$ cat src/rtl/pio_pkg.sv
package pio_pkg;

   typedef struct packed {
      logic dir_out;
      logic act_low;
      logic int_tri;
   } lane_mode_t;

   localparam lane_mode_t MODE_RESET = '{dir_out: 1'b0, act_low: 1'b0, int_tri: 1'b1};

endpackage

$ cat src/rtl/pio_lane_reg.sv
module pio_lane_reg
   import pio_pkg::*;
#(
   parameter int LANE_W  = 8,
   parameter int IDX_W   = 3,
   parameter int LANE_ID = 0
) (
   input  logic              clk,
   input  logic              rst_n,
   input  logic              cfg_we,
   input  logic [IDX_W-1:0]  cfg_lane,
   input  lane_mode_t        cfg_mode,
   input  logic [LANE_W-1:0] cfg_wdata,
   output lane_mode_t        mode_q,
   output logic [LANE_W-1:0] val_q
);

   logic hit;

   assign hit = cfg_we && (cfg_lane == IDX_W'(LANE_ID));

   always_ff @(posedge clk or negedge rst_n) begin
      if (!rst_n) begin
         mode_q <= MODE_RESET;
         val_q  <= '0;
      end else if (hit) begin
         mode_q <= cfg_mode;
         val_q  <= cfg_wdata;
      end
   end

endmodule

$ cat src/rtl/pio_sync.sv
module pio_sync #(
   parameter int W      = 48,
   parameter int STAGES = 2
) (
   input  logic         clk,
   input  logic         rst_n,
   input  logic [W-1:0] din,
   output logic [W-1:0] dout
);

   if (STAGES < 2) begin : g_bad_stages
      $error("pio_sync: STAGES must be at least 2");
   end

   logic [STAGES-1:0][W-1:0] chain_q;

   always_ff @(posedge clk or negedge rst_n) begin
      if (!rst_n) begin
         chain_q <= '1;
      end else begin
         chain_q <= {chain_q[STAGES-2:0], din};
      end
   end

   assign dout = chain_q[STAGES-1];

endmodule

$ cat src/rtl/pio_lane_io.sv
module pio_lane_io
   import pio_pkg::*;
#(
   parameter int LANE_W     = 8,
   parameter bit RD_SRC_PIN = 1'b1
) (
   input  lane_mode_t        mode,
   input  logic [LANE_W-1:0] val,
   input  logic              ext_tri,
   input  logic [LANE_W-1:0] pin_sync,
   output logic [LANE_W-1:0] pad_out,
   output logic [LANE_W-1:0] pad_oe,
   output logic [LANE_W-1:0] rd_byte
);

   logic drive_en;
   logic [LANE_W-1:0] pol_mask;

   assign pol_mask = {LANE_W{mode.act_low}};
   assign drive_en = mode.dir_out & ~(mode.int_tri | ext_tri);
   assign pad_out  = val ^ pol_mask;
   assign pad_oe   = {LANE_W{drive_en}};

   if (RD_SRC_PIN) begin : g_rd_pin
      assign rd_byte = mode.dir_out ? pin_sync : (pin_sync ^ pol_mask);
   end else begin : g_rd_latch
      assign rd_byte = mode.dir_out ? val : (pin_sync ^ pol_mask);
   end

endmodule

$ cat src/rtl/pio_port.sv
module pio_port
   import pio_pkg::*;
#(
   parameter int NUM_LANES   = 6,
   parameter int LANE_W      = 8,
   parameter int SYNC_STAGES = 2,
   parameter bit RD_SRC_PIN  = 1'b1,
   localparam int IDX_W      = (NUM_LANES > 1) ? $clog2(NUM_LANES) + ((2 ** $clog2(NUM_LANES) == NUM_LANES) ? 0 : 0) : 1,
   localparam int BUS_W      = NUM_LANES * LANE_W
) (
   input  logic              clk,
   input  logic              rst_n,
   input  logic              cfg_we,
   input  logic [IDX_W-1:0]  cfg_lane,
   input  logic              cfg_dir_out,
   input  logic              cfg_act_low,
   input  logic              cfg_int_tri,
   input  logic [LANE_W-1:0] cfg_wdata,
   input  logic [NUM_LANES-1:0] ext_tri,
   input  logic [BUS_W-1:0]  pad_in,
   output logic [BUS_W-1:0]  pad_out,
   output logic [BUS_W-1:0]  pad_oe,
   output logic [BUS_W-1:0]  rd_data
);

   if (NUM_LANES < 1) begin : g_bad_lanes
      $error("pio_port: NUM_LANES must be at least 1");
   end
   if (LANE_W < 1) begin : g_bad_width
      $error("pio_port: LANE_W must be at least 1");
   end
   if (SYNC_STAGES < 2) begin : g_bad_sync
      $error("pio_port: SYNC_STAGES must be at least 2");
   end

   lane_mode_t cfg_mode;
   logic [BUS_W-1:0] pin_sync;

   assign cfg_mode = '{dir_out: cfg_dir_out, act_low: cfg_act_low, int_tri: cfg_int_tri};

   pio_sync #(
      .W      (BUS_W),
      .STAGES (SYNC_STAGES)
   ) u_sync (
      .clk  (clk),
      .rst_n(rst_n),
      .din  (pad_in),
      .dout (pin_sync)
   );

   for (genvar l = 0; l < NUM_LANES; l++) begin : g_lane
      lane_mode_t        mode_q;
      logic [LANE_W-1:0] val_q;

      pio_lane_reg #(
         .LANE_W (LANE_W),
         .IDX_W  (IDX_W),
         .LANE_ID(l)
      ) u_reg (
         .clk      (clk),
         .rst_n    (rst_n),
         .cfg_we   (cfg_we),
         .cfg_lane (cfg_lane),
         .cfg_mode (cfg_mode),
         .cfg_wdata(cfg_wdata),
         .mode_q   (mode_q),
         .val_q    (val_q)
      );

      pio_lane_io #(
         .LANE_W    (LANE_W),
         .RD_SRC_PIN(RD_SRC_PIN)
      ) u_io (
         .mode    (mode_q),
         .val     (val_q),
         .ext_tri (ext_tri[l]),
         .pin_sync(pin_sync[l*LANE_W +: LANE_W]),
         .pad_out (pad_out[l*LANE_W +: LANE_W]),
         .pad_oe  (pad_oe[l*LANE_W +: LANE_W]),
         .rd_byte (rd_data[l*LANE_W +: LANE_W])
      );
   end

endmodule

$ cat config.mk
export PLATFORM = sky130hd
export DESIGN_NAME = pio_port
export DESIGN_NICKNAME = d
export VERILOG_FILES = /design/src/rtl/pio_pkg.sv /design/src/rtl/pio_lane_reg.sv /design/src/rtl/pio_sync.sv /design/src/rtl/pio_lane_io.sv /design/src/rtl/pio_port.sv
export SDC_FILE = /design/constraint.sdc
export NUM_CORES = 1
export LEC_CHECK = 0
export CAP_MARGIN = 30
export CORE_AREA = 2 2 129 131
export DETAILED_ROUTE_END_ITERATION = 12
export DIE_AREA = 0 0 131 133
export PLACE_DENSITY_LB_ADDON = 0.3
export SLEW_MARGIN = 20
export SYNTH_ARGS = -nofsm -noshare
export SYNTH_HDL_FRONTEND = slang
export SYNTH_HIERARCHICAL = 1
export SYNTH_SLANG_ARGS = --single-unit
$ cat constraint.sdc
create_clock -name clk -period 1.9 [get_ports clk]
set_clock_uncertainty 0.1 [all_clocks]
set_input_delay 0.285 -clock clk [delete_from_list [all_inputs] [get_ports clk]]
set_output_delay 0.285 -clock clk [all_outputs]
set_load 0.01 [all_outputs]
==> qor.yml <==
run_status:
  outcome: "finished, violations left"
  violations: "setup timing"
route:
  via_count: 3833
  drt_iter0_drc: 103
  ant_nets: 0
  wire_per_inst_um: 16.4
  post-route-drc-count: 0
  drt-vias-per-instance: 4.28
  dr.pass1.iters: 4
  wl_um: 14700
global_route:
  grt_util_all_layers: 0.174
  grt_max_degree: 47
  grt_pass1_wl_um: 23000
  grt_pass1_vias: 4240
  grt_overflow: 0
  antenna_found_initial: 0
placement:
  portBuffers: 214
  place_ws_ns: -0.131
  dp_cells: 808
  hpwl_um: 10200
  gp_congestion: 0.771
setup_path:
  end_kind: "output port"
  start_kind: "register"
  critPathArrivalTime_ns: 1.54
  cp.required_ns: 1.51
  crit_fanout: 5
  crit_type: "reg2out"
power_and_ir_drop:
  power.leakage_nw: 4.79
  p_per_area_nw_per_um2: 1160
  peakVddDrop_mv: 0.638
  p_total_w: 0.0117
clock_tree:
  clock_latency_ns: 0.42
  cts_sinks: 162
  cts_tree: "done"
  cts_buffers: 17
  root_buffer: "clkbuf_16"
  cts_buffer_depth: 2
  cts.clk_slew.worst_paths_ns: 0.06
  h-tree-depth: 4
finish:
  final-instance-count-excl-fill: 896
  final_layout_size_suffix_gt1_frac: 0.654
  finalNetCount: 734
  diodes: 0
  area_growth_pct: 34.5
timing:
  slew_violations: 0
  setup_ws_ns: -0.0289
  finalCritPeriodShare: 1.02
  max_freq_ghz: 0.518
  worst_pin_slew_ns: 0.463
  setup_violations: 3
  slew_headroom: 0.692
  hold_viol_final: 0
  fin_crit_ns: 1.93
  final.setup.tns_ns: -0.0443
  rsz0062_at_grt: "yes"
floorplanning:
  rows: 47
  die_x_um: 131
  start_util: 0.465
  io_pins: 215
  die-area_um2: 17400
  core_um2: 16200
  die-height_um: 133
yosys:
  ys_warn_count: 6
  synth_edf_count: 0
  synth_nets: 527
  avgSynthCellArea_um2: 16.5
  syn_inst: 456
  netlist_top_cells_count: "dfstp_2 (102), buf_4 (96), dfrtp_1 (60), mux2_4 (50)"
  synth_top_cells_by_area: "dfstp_2 (36%), dfrtp_1 (20%), xnor2_2 (10%)"
  ys_ff_latch: 162
  synth_top_area_frac: 0.356
  synth_flop_cell: "dfstp_2"
  synth.largest_area_cell: "dfstp_2"
  synth_cell_types: 14
  synth_area_um2: 7530
  yosysSeqAreaShare: 0.556
  async_flop_share: 1.00
  yosysMostFrequentCell: "dfstp_2"
min_path:
  min_path_type: "in2reg"
job:
  max_cap_viol_count: 0
-- registers in the layout, indices dropped and copies added (netlist names) --
register / count
g_lane.u_reg/mode_q: 18
g_lane.u_reg/val_q: 48
u_sync/chain_q: 48
u_sync/dout: 48
-- what timing repair did --
item                                   in CTS  in global routing
pin swaps                                   0                 12
endpoints found under the hold margin      20                  0
buffers inserted                           43                 26
setup endpoints to repair                 144                 57
hold buffers                                1                  0
gates resized for setup                   356                 92
-- critical path, cell delays in order (launching register included) --
cell and delay (ns):
dfrtp_1 0.41, nand2b_4 0.19, buf_12 0.14, buf_6 0.11, xnor2_2 0.14, buf_2 0.15
-- cell type report --
cell class              count  area, um2
clock buffers              18        429
repair buffers            302       2630
multi-input cells         180       2440
fillers                  1197       6050
clock inverters            14        169
flip-flops and latches    162       4190
well taps                 220        275
-- cell usage in the layout, fill, tap and decap left out, types with 17 or more instances in the layout --
cell,count
clkdlybuf4s15_1,24
clkbuf_16,17
mux2_4,50
buf_2,53
dfstp_2,102
dfrtp_1,54
dlygate4sd2_1,39
xnor2_2,48
buf_4,45
clkbuf_2,22
clkdlybuf4s50_1,69
xor2_1,43
buf_6,36
-- cell families (layout without fill, tap and decap cells) --
family,Yosys count,after routing,share of synthesized area
buffers and inverters,114,334,0.130
XOR/XNOR,96,96,0.160
AND/OR/NAND/NOR,18,18,0.0314
flip-flops,162,162,0.556
multiplexers,66,66,0.124
-- metal layers --
metal / track usage / part of all wire / vias to the layer above
met5: 0 / 0 / -
met4: 0.0544 / 0.014 / 0
met3: 0.0457 / 0.049 / 13
met2: 0.288 / 0.51 / 116
met1: 0.223 / 0.43 / 1925
li1: - / - / 1779
-- stage by stage --
stage,area [um2],hold slack [ns],util
after global placement,9300,0.143,0.575
after CTS,10000,0.150,0.619
after global routing,10100,0.145,0.626
after detailed placement,9300,0.151,0.575
final,10100,0.169,0.626
after floorplan,7530,-0.111,-
-- path summary, 6_finish.rpt --
kind	from	to	slack, ns	depth (start not counted)
worst max-delay path	g_lane[5].u_reg/mode_q[2]$_DFFE_PN0P_	rd_data[43]	-0.03	5
worst min-delay path	pad_in[5]	u_sync/chain_q[5]$_DFF_PN1_	0.17	1
worst max register to register	g_lane[2].u_reg/mode_q[1]$_DFFE_PN0P_	g_lane[2].u_reg/mode_q[1]$_DFFE_PN0P_	0.69	3
worst min register to register	u_sync/chain_q[18]$_DFF_PN1_	u_sync/dout[18]$_DFF_PN1_	0.25	0
max in group asynchronous	rst_n	u_sync/dout[28]$_DFF_PN1_	0.74	3
min in group asynchronous	rst_n	g_lane[5].u_reg/val_q[1]$_DFFE_PN0P_	0.27	2
-- power by group --
group          switching, W  internal (W)  leakage, nW
Combinational       0.00169       0.00231         2.73
Sequential         0.000337       0.00398         1.79
Clock               0.00143       0.00198        0.284
No activity file was read; power rests on OpenSTA's default activity.
